**src/rtl/tmr8_pkg.sv**
```systemverilog
package tmr8_pkg;
  typedef enum logic [1:0] {
    MODE_NORM  = 2'd0,
    MODE_CTC   = 2'd1,
    MODE_FAST  = 2'd2,
    MODE_PHASE = 2'd3
  } mode_e;

  typedef enum logic [1:0] {
    ADDR_CTRL = 2'd0,
    ADDR_CNT  = 2'd1,
    ADDR_CMP  = 2'd2,
    ADDR_FLAG = 2'd3
  } addr_e;

  typedef struct packed {
    logic [1:0] cs;
    logic [1:0] om;
    mode_e      mode;
  } ctrl_t;

  localparam int CTRL_W    = $bits(ctrl_t);
  localparam int FORCE_BIT = 7;

  // non-PWM compare action
  function automatic logic cmp_action(input logic [1:0] om, input logic cur);
    case (om)
      2'd1:    cmp_action = ~cur;
      2'd2:    cmp_action = 1'b0;
      2'd3:    cmp_action = 1'b1;
      default: cmp_action = cur;
    endcase
  endfunction

  // PWM drive: om 2 gives lvl, om 3 gives ~lvl, else hold
  function automatic logic pwm_drive(input logic [1:0] om, input logic lvl, input logic cur);
    case (om)
      2'd2:    pwm_drive = lvl;
      2'd3:    pwm_drive = ~lvl;
      default: pwm_drive = cur;
    endcase
  endfunction
endpackage

```
**src/rtl/tmr8_regs.sv**
```systemverilog
module tmr8_regs
  import tmr8_pkg::*;
#(
  parameter int W = 8
) (
  input  logic         clk_i,
  input  logic         rst_ni,
  input  logic         wr_en_i,
  input  logic [1:0]   addr_i,
  input  logic [W-1:0] wdata_i,
  input  logic [W-1:0] cnt_i,
  input  logic         ovf_ev_i,
  input  logic         cmp_ev_i,
  input  logic         upd_i,
  output ctrl_t        ctrl_o,
  output logic [W-1:0] act_o,
  output logic         ovf_o,
  output logic         cmp_o,
  output logic         cnt_wr_o,
  output logic         force_o,
  output logic [1:0]   force_om_o,
  output logic [W-1:0] rdata_o
);
  ctrl_t        ctrl_q;
  logic [W-1:0] buf_q, act_q;
  logic         ovf_q, cmp_q;
  logic         wr_ctrl, wr_cmp, wr_flag;
  logic         pwm;
  logic         unused_wbits;

  assign wr_ctrl  = wr_en_i && (addr_i == ADDR_CTRL);
  assign cnt_wr_o = wr_en_i && (addr_i == ADDR_CNT);
  assign wr_cmp   = wr_en_i && (addr_i == ADDR_CMP);
  assign wr_flag  = wr_en_i && (addr_i == ADDR_FLAG);
  assign pwm      = ctrl_q.mode[1];

  // force honoured only when the written mode is non-PWM
  assign force_o    = wr_ctrl && wdata_i[FORCE_BIT] && !wdata_i[1];
  assign force_om_o = wdata_i[3:2];
  assign unused_wbits = ^wdata_i[W-1:CTRL_W];

  always_ff @(posedge clk_i or negedge rst_ni) begin
    if (!rst_ni) begin
      ctrl_q <= '0;
      buf_q  <= '0;
      act_q  <= '0;
      ovf_q  <= 1'b0;
      cmp_q  <= 1'b0;
    end else begin
      if (wr_ctrl) ctrl_q <= ctrl_t'(wdata_i[CTRL_W-1:0]);
      if (wr_cmp) buf_q <= wdata_i;
      if (wr_cmp && !pwm)  act_q <= wdata_i;
      else if (upd_i)      act_q <= buf_q;
      ovf_q <= ovf_ev_i | (ovf_q & ~(wr_flag & wdata_i[0]));
      cmp_q <= cmp_ev_i | (cmp_q & ~(wr_flag & wdata_i[1]));
    end
  end

  always_comb begin
    case (addr_i)
      ADDR_CTRL: rdata_o = {{(W-CTRL_W){1'b0}}, ctrl_q};
      ADDR_CNT:  rdata_o = cnt_i;
      ADDR_CMP:  rdata_o = buf_q;
      default:   rdata_o = {{(W-2){1'b0}}, cmp_q, ovf_q};
    endcase
  end

  assign ctrl_o = ctrl_q;
  assign act_o  = act_q;
  assign ovf_o  = ovf_q;
  assign cmp_o  = cmp_q;
endmodule

```
**src/rtl/tmr8_core.sv**
```systemverilog
module tmr8_core
  import tmr8_pkg::*;
#(
  parameter int W = 8
) (
  input  logic         clk_i,
  input  logic         rst_ni,
  input  logic         tick_i,
  input  mode_e        mode_i,
  input  logic [1:0]   cs_i,
  input  logic [W-1:0] act_i,
  input  logic         cnt_wr_i,
  input  logic [W-1:0] wdata_i,
  output logic [W-1:0] cnt_o,
  output logic         dn_o,
  output logic         adv_o,
  output logic         match_o,
  output logic         top_o,
  output logic         ovf_ev_o,
  output logic         cmp_ev_o,
  output logic         upd_o
);
  localparam logic [W-1:0] MAXV = {W{1'b1}};
  localparam logic [W-1:0] BOTV = '0;
  localparam logic [W-1:0] ONEV = W'(1);

  logic [W-1:0] cnt_q, cnt_d;
  logic         dn_q, dn_d;
  logic         adv, match, top, bot;

  assign adv   = tick_i && (cs_i != 2'd0) && !cnt_wr_i;
  assign match = (cnt_q == act_i);
  assign top   = (cnt_q == MAXV);
  assign bot   = (cnt_q == BOTV);

  always_comb begin
    cnt_d = cnt_q;
    dn_d  = (mode_i == MODE_PHASE) ? dn_q : 1'b0;
    if (cnt_wr_i) begin
      cnt_d = wdata_i;
    end else if (adv) begin
      case (mode_i)
        MODE_CTC:   cnt_d = match ? BOTV : cnt_q + ONEV;
        MODE_PHASE: begin
          if (!dn_q) begin
            if (top) begin
              cnt_d = cnt_q - ONEV;
              dn_d  = 1'b1;
            end else begin
              cnt_d = cnt_q + ONEV;
            end
          end else begin
            if (bot) begin
              cnt_d = cnt_q + ONEV;
              dn_d  = 1'b0;
            end else begin
              cnt_d = cnt_q - ONEV;
            end
          end
        end
        default:    cnt_d = cnt_q + ONEV;
      endcase
    end
  end

  always_ff @(posedge clk_i or negedge rst_ni) begin
    if (!rst_ni) begin
      cnt_q <= '0;
      dn_q  <= 1'b0;
    end else begin
      cnt_q <= cnt_d;
      dn_q  <= dn_d;
    end
  end

  assign cnt_o    = cnt_q;
  assign dn_o     = dn_q;
  assign adv_o    = adv;
  assign match_o  = match;
  assign top_o    = top;
  assign ovf_ev_o = adv && ((mode_i == MODE_PHASE) ? bot : top);
  assign cmp_ev_o = adv && match;
  assign upd_o    = adv && top && mode_i[1];
endmodule

```
**src/rtl/tmr8_wave.sv**
```systemverilog
module tmr8_wave
  import tmr8_pkg::*;
(
  input  logic       clk_i,
  input  logic       rst_ni,
  input  logic       adv_i,
  input  logic       match_i,
  input  logic       top_i,
  input  logic       dn_i,
  input  mode_e      mode_i,
  input  logic [1:0] om_i,
  input  logic       force_i,
  input  logic [1:0] force_om_i,
  output logic       wave_o
);
  logic wave_q, wave_d;

  always_comb begin
    wave_d = wave_q;
    if (adv_i) begin
      case (mode_i)
        MODE_FAST: begin
          if (top_i)        wave_d = pwm_drive(om_i, 1'b1, wave_q);
          else if (match_i) wave_d = pwm_drive(om_i, 1'b0, wave_q);
        end
        MODE_PHASE: if (match_i) wave_d = pwm_drive(om_i, dn_i, wave_q);
        default:    if (match_i) wave_d = cmp_action(om_i, wave_q);
      endcase
    end
    if (force_i) wave_d = cmp_action(force_om_i, wave_q);
  end

  always_ff @(posedge clk_i or negedge rst_ni) begin
    if (!rst_ni) wave_q <= 1'b0;
    else         wave_q <= wave_d;
  end

  assign wave_o = wave_q;
endmodule

```
**src/rtl/tmr8_pwm.sv**
```systemverilog
module tmr8_pwm
  import tmr8_pkg::*;
#(
  parameter int W = 8
) (
  input  logic         clk_i,
  input  logic         rst_ni,
  input  logic         tick_i,
  input  logic         wr_en_i,
  input  logic [1:0]   addr_i,
  input  logic [W-1:0] wdata_i,
  output logic [W-1:0] rdata_o,
  input  logic         port_i,
  output logic         pin_o,
  output logic         ovf_o,
  output logic         cmp_o
);
  ctrl_t        ctrl;
  logic [W-1:0] act_w, cnt_w;
  logic         cnt_wr, force_w;
  logic [1:0]   force_om;
  logic         dn, adv, match, top, ovf_ev, cmp_ev, upd, wave;
  logic [1:0]   mode_w, cs_w;

  assign mode_w = ctrl.mode;
  assign cs_w   = ctrl.cs;

  tmr8_regs #(.W(W)) u_regs (
    .clk_i(clk_i), .rst_ni(rst_ni), .wr_en_i(wr_en_i), .addr_i(addr_i),
    .wdata_i(wdata_i), .cnt_i(cnt_w), .ovf_ev_i(ovf_ev), .cmp_ev_i(cmp_ev),
    .upd_i(upd), .ctrl_o(ctrl), .act_o(act_w), .ovf_o(ovf_o), .cmp_o(cmp_o),
    .cnt_wr_o(cnt_wr), .force_o(force_w), .force_om_o(force_om), .rdata_o(rdata_o)
  );

  tmr8_core #(.W(W)) u_core (
    .clk_i(clk_i), .rst_ni(rst_ni), .tick_i(tick_i), .mode_i(ctrl.mode),
    .cs_i(ctrl.cs), .act_i(act_w), .cnt_wr_i(cnt_wr), .wdata_i(wdata_i),
    .cnt_o(cnt_w), .dn_o(dn), .adv_o(adv), .match_o(match), .top_o(top),
    .ovf_ev_o(ovf_ev), .cmp_ev_o(cmp_ev), .upd_o(upd)
  );

  tmr8_wave u_wave (
    .clk_i(clk_i), .rst_ni(rst_ni), .adv_i(adv), .match_i(match), .top_i(top),
    .dn_i(dn), .mode_i(ctrl.mode), .om_i(ctrl.om), .force_i(force_w),
    .force_om_i(force_om), .wave_o(wave)
  );

  assign pin_o = (ctrl.om != 2'd0) ? wave : port_i;
endmodule

```
**config.mk**
```make
export PLATFORM = sky130hd
export DESIGN_NAME = tmr8_pwm
export DESIGN_NICKNAME = d
export VERILOG_FILES = /design/src/rtl/tmr8_pkg.sv /design/src/rtl/tmr8_regs.sv /design/src/rtl/tmr8_core.sv /design/src/rtl/tmr8_wave.sv /design/src/rtl/tmr8_pwm.sv
export SDC_FILE = /design/constraint.sdc
export NUM_CORES = 1
export LEC_CHECK = 0
export BUFFER_PORTS_ARGS = -buffer_cell sky130_fd_sc_hd__buf_2
export CAP_MARGIN = 20
export CORE_UTILIZATION = 25
export CTS_CLUSTER_DIAMETER = 30
export CTS_CLUSTER_SIZE = 16
export DETAILED_ROUTE_END_ITERATION = 10
export GPL_TIMING_DRIVEN = 1
export PLACE_DENSITY_LB_ADDON = 0.3
export SYNTH_ARGS = -nofsm -noshare
export SYNTH_HDL_FRONTEND = slang
export SYNTH_SLANG_ARGS = --single-unit
```
**constraint.sdc**
```tcl
create_clock -name clk_i -period 2.15 [get_ports clk_i]
set_input_delay 0.215 -clock clk_i [delete_from_list [all_inputs] [get_ports clk_i]]
set_output_delay 0.215 -clock clk_i [all_outputs]
set_load 0.01 [all_outputs]
```
# Word-level counts from Yosys, hierarchy flattened
# Index checks and enable logic that the tools add are counted.
# Widths: inputs -> output; s select.
# totals
register_bits	34
in_bits	15
out_inout_bits	11
wordCells	98
# classes
add_sub_neg	2
eq_ne	18
n_mux	31
bitwise	10
reduce_logical	27
# ops
cell	n
$mux 8	8
$pmux 8 s3	1
$eq 2x2->1 const B	8
$pmux 8 s2	1
$mux 1	15
$logic_and 1x1->1	13
$reduce_bool 2->1	5
$add 8x1->8 const B	1
$eq 2x1->1 const B	4
$eq 8x8->1	1
$eq 8x8->1 const B	1
$logic_not 8->1	1
$ne 4x2->1 const B	2
$pmux 1 s2	4
$reduce_and 8->1	1
$sub 8x1->8 const B	1
$pmux 1 s3	2
$reduce_bool 3->1	2
$and 1x1->1	4
$ne 4x1->1 const B	1
$not 1->1	4
$reduce_bool 4->1	1
$logic_not 1->1	3
$ne 3x2->1 const B	1
2 further kinds	3

# Depth between registers and ports, before layout
# logic_depth
word_depth	8
mapped_depth	8
ltp_nobuf	7

# Hierarchy
# From an unflattened synthesis, not the netlist that was laid out.
# hier_totals
cells_unflattened	241
hier_area_um2	2543.7
# by_module_without_submodules
module	n_inst	cells_per_inst	area_each_um2	seq_area_each_um2
tmr8_regs	1	85	1217.4	600.6
tmr8_core	1	130	1113.6	225.2
tmr8_wave	1	24	197.7	25.0
tmr8_pwm	1	2	15.0	0.0

# Least setup slack after synthesis
# No wires, ideal clock.
# synth_timing
kind	reg-to-reg
start	reg u_core.cnt_q[0], in the netlist u_core.cnt_o[0]
end	reg u_core.cnt_q[4], in the netlist u_core.cnt_o[4]
setup_ps	127
arrival_ps	1707
t_required_ps	2023
slack_ps	316
stages_incl_launch_ff	7
path_buffers	0
period_less_slack_ps	1834
path_cell_list	dfrtp_1 -> xnor2_1 -> nand4_1 -> or4_4 -> and3_4 -> a221oi_2 -> o21ai_1
# synth_via
elab_chain_len	6
word_cells_on_any_way	12
cone_classes	2 x add/sub; 2 x eq/ne; 7 x mux; 1 x reduce/logical
# synth_lines
element	line	text
start, declared	tmr8_core.sv:27	logic [W-1:0] cnt_q, cnt_d;
start signal, assigned	tmr8_core.sv:71	cnt_q <= cnt_d;
$add 8x1->8 (tied with other cells)	-	
$mux 8 (on tied branches)	tmr8_core.sv:46, tmr8_core.sv:53	
$mux 8	tmr8_core.sv:45	if (!dn_q) begin
$pmux 8 s2 *	tmr8_core.sv:42	case (mode_i)
$mux 8 *	tmr8_core.sv:41	end else if (adv) begin
$mux 8 *	tmr8_core.sv:39	if (cnt_wr_i) begin
# Mark *: on every way between the ends. The rest lies on a longest branch, timed or not. The select of a mux whose other input is x is not followed.
# A chain may end at the register's enable or synchronous reset.

# Final worst setup path
# layout_timing
start	reg u_core.cnt_q[3], in the netlist u_core.cnt_o[3]
end	reg u_core.cnt_q[4], in the netlist u_core.cnt_o[4]
# The elaborated chain is that of the path after synthesis.

==> impl_metrics.csv <==
group,metric,value,unit
floorplanning,die_w,97.1,µm
worst_hold_path,hold_path_class,"input port to asynchronous set/reset pin",
finish,drive_above_1_share,28.6,%
clock_tree,clkTransAtPathRegs,0.08,ns
setup_path,startpoint_type,"register",
synthesis,synth-async-reset-ratio,100,%
power_and_ir_drop,vdd_drop_max,0.350,mV
sta,setup_violations,0,
synthesis,synth_edf_count,0,
setup_path,r2r_cells,6,
synthesis,synthesis.area,2260,µm²
finish,area_delta_synth_final,17.5,%
grt,first_global_vias,1901,
setup_path,cp.arrival,2.21,ns
synthesis,syn_nets,254,
power_and_ir_drop,power_density,930,nW/µm²
grt,antenna_found_initial,0,
detailed_routing,avgRoutedWirePerCell,16.8,µm
detailed_routing,vias,1892,
grt,grt_max_degree,35,
sta,fin_skew,0.0123,ns
clock_tree,clk_path_buf_depth,2,
clock_tree,cts_root_buffer,"clkbuf_8",
job,drv_cap,0,
synthesis,ys_ff_latch,34,
clock_tree,cts.sinks,34,
synthesis,synth_top_area_cell,"dfrtp_1",
detailed_routing,drc_errors,0,
sta,finalSetupTns,0,ns
placed_design,place_congestion,0.875,
floorplanning,boundaryPins,26,
synthesis,synthFlopType,"dfrtp_1",
detailed_routing,dr.pass1.iters,4,
clock_tree,cts_tree,"yes",
clock_tree,clk_latency,0.30,ns
sta,whs,0.00943,ns
clock_tree,cts_buffers,5,
setup_path,worst-setup-path-type,"register to register",
floorplanning,num_rows,34,
synthesis,syn_avg_cell_area,9.58,µm²
sta,rsz0062_at_grt,"no",
setup_path,rrSetupSlack,0.11,ns
power_and_ir_drop,p_leak,1.07,nW
floorplanning,die_h,97.1,µm
detailed_routing,routed_wl,6390,µm
setup_path,critPathMaxFanout,9,
placed_design,port_buffers,25,
finish,nFillCells,896,
sta,maxSlewViolCount,0,
placed_design,place_area,2580,µm²
synthesis,yosys-top-cells-area,"dfrtp_1 38%, mux2_2 7.0%, mux2i_1 5.8%, xnor2_1 5.0%, nand2_1 5.0%",
grt,grt.total_usage,14.2,%
status,outcome,"complete, no violations",
synthesis,syn_inst,236,
floorplanning,start_util,25.9,%
setup_path,cp.required,2.32,ns
synthesis,yosys.area.top_type_share,37.6,%
finish,instances_no_fill,381,
detailed_routing,drt_iter0_drc,149,
setup_path,worstSetupEndpointType,"register",
finish,diodes,0,
clock_tree,cts_hold_buf,0,
placed_design,dp.cells,374,
finish,final_cell_area,2660,µm²
floorplanning,core_area,8720,µm²
floorplanning,die_area,9430,µm²
sta,period_minus_slack,2.04,ns
placed_design,dpl.hpwl,4780,µm
sta,worst_slew_pin_slew,0.818,ns
grt,grt_overflow,0,
synthesis,synth.distinct_cells,50,
synthesis,ys_seq_area_share,37.6,%
finish,seqCellArea,851,µm²
sta,fmax,0.491,GHz
grt,grt_pass1_wl,10500,µm
sta,hold_viol_final,0,
finish,nNetsFinal,291,
detailed_routing,ant_nets,0,
detailed_routing,vias_per_cell,4.97,
clock_tree,cts_resized,0,
clock_tree,htree_levels,2,
sta,slew_headroom,45.5,%
finish,multi_input_area,1310,µm²
synthesis,yosysWarningCount,0,
clock_tree,postCtsSetupRepairBufs,0,
sta,fin_crit_sh,94.8,%
finish,finalCoreUtilization,30.5,%
layout by cell type (no fill, tap or decap), drive strengths merged, types with 2 or more instances in the layout:
master,instances
a21oi,9
a22o,3
a22oi,4
and3,3
buf,42
clkbuf,5
clkinv,2
dfrtp,34
ha,3
inv,6
mux2,14
mux2i,13
mux4,2
nand2,30
nand3,7
nand4,5
nor2,20
nor2b,2
nor3,7
o211ai,2
o21ai,23
o22ai,3
o31ai,2
o41ai,2
or2,2
or4,2
xnor2,13
routing by layer:
layer / up-vias / global-route usage [%] / wire length (µm)
li1: 930 / - / -
met1: 915 / 19.4 / 3050
met2: 37 / 23.6 / 3060
met3: 10 / 1.87 / 175
met4: 0 / 4.13 / 102
met5: - / 0 / 0
cell usage after synthesis, types with 2 or more instances:
master,count
nand3_1,6
o41ai_1,2
nand2_1,30
nor2_1,18
o211ai_1,2
nor2_4,2
a22o_1,3
mux2_2,14
o31ai_1,2
mux2i_1,13
clkbuf_1,2
dfrtp_1,34
a22oi_1,4
o21ai_0,21
a21oi_1,8
inv_1,6
nor2b_1,2
and3_1,2
buf_2,5
xnor2_1,13
o21ai_1,2
ha_1,3
buf_6,4
nor3_2,2
or2_2,2
o22ai_1,3
nand4_1,4
nor3_1,5
path summary, 6_finish.rpt:
check | start | to
max in group asynchronous | rst_ni | u_regs.cmp_o$_DFF_PN0_
worst min register to register | u_regs.ovf_o$_DFF_PN0_ | u_regs.ovf_o$_DFF_PN0_
min in group clk_i | wdata_i[6] | u_regs.act_o[6]$_DFFE_PN0P_
worst max register to register | u_core.cnt_o[3]$_DFFE_PN0P_ | u_core.cnt_o[4]$_DFFE_PN0P_
worst max-delay path | u_core.cnt_o[3]$_DFFE_PN0P_ | u_core.cnt_o[4]$_DFFE_PN0P_
worst min-delay path | rst_ni | u_regs.buf_q[5]$_DFFE_PN0P_
cell type report:
cell class	count	share of cell area, %
clock buffers	5	2.59
clock inverters	2	0.377
inverters	6	0.847
multi-input cells	184	49.1
flip-flops and latches	34	32.0
well taps	108	5.08
repair buffers	42	9.98
worst max-delay path: stages (launching register included):
cell and delay [ns]:
dfrtp_1 0.60, xnor2_1 0.17, nand4_1 0.14, or4_4 0.46, and3_4 0.21, a221oi_2 0.23, o21ai_1 0.10
cell families after synthesis:
| kind of cell | share of synthesized area [%] |
|---|---|
| buffers and inverters | 4.65 |
| XOR/XNOR | 5.42 |
| multiplexers | 14.9 |
| AO/OA/AOI/OAI | 15.9 |
| adder cells (fa/ha/maj) | 1.66 |
| flip-flops | 37.6 |
| AND/OR/NAND/NOR | 19.9 |
registers in the layout (all words and copies together), names as in the netlist:
| name | count |
|---|---|
| u_regs.act_o | 8 |
| u_wave.wave_o | 1 |
| u_regs.ovf_o | 1 |
| u_regs.buf_q | 8 |
| u_core.dn_o | 1 |
| u_core.cnt_o | 8 |
| u_regs.ctrl_o | 6 |
| u_regs.cmp_o | 1 |
through the flow:
step | setup WS (ns) | power, mW
final | 0.113 | 2.47
after floorplan | 0.316 | 1.72
after global routing | 0.00503 | 2.63
after detailed placement | 0.170 | 2.01
after CTS | 0.141 | 2.48
after global placement | 0.205 | 2.01
where the power goes:
part	leakage [nW]	switching (mW)	total (mW)	internal [mW]
combinational	0.612	0.520	0.987	0.467
clock	0.0438	0.248	0.466	0.218
sequential	0.414	0.219	1.02	0.799
total	1.07	0.987	2.47	1.48
No activity file was read; power rests on OpenSTA's default activity.
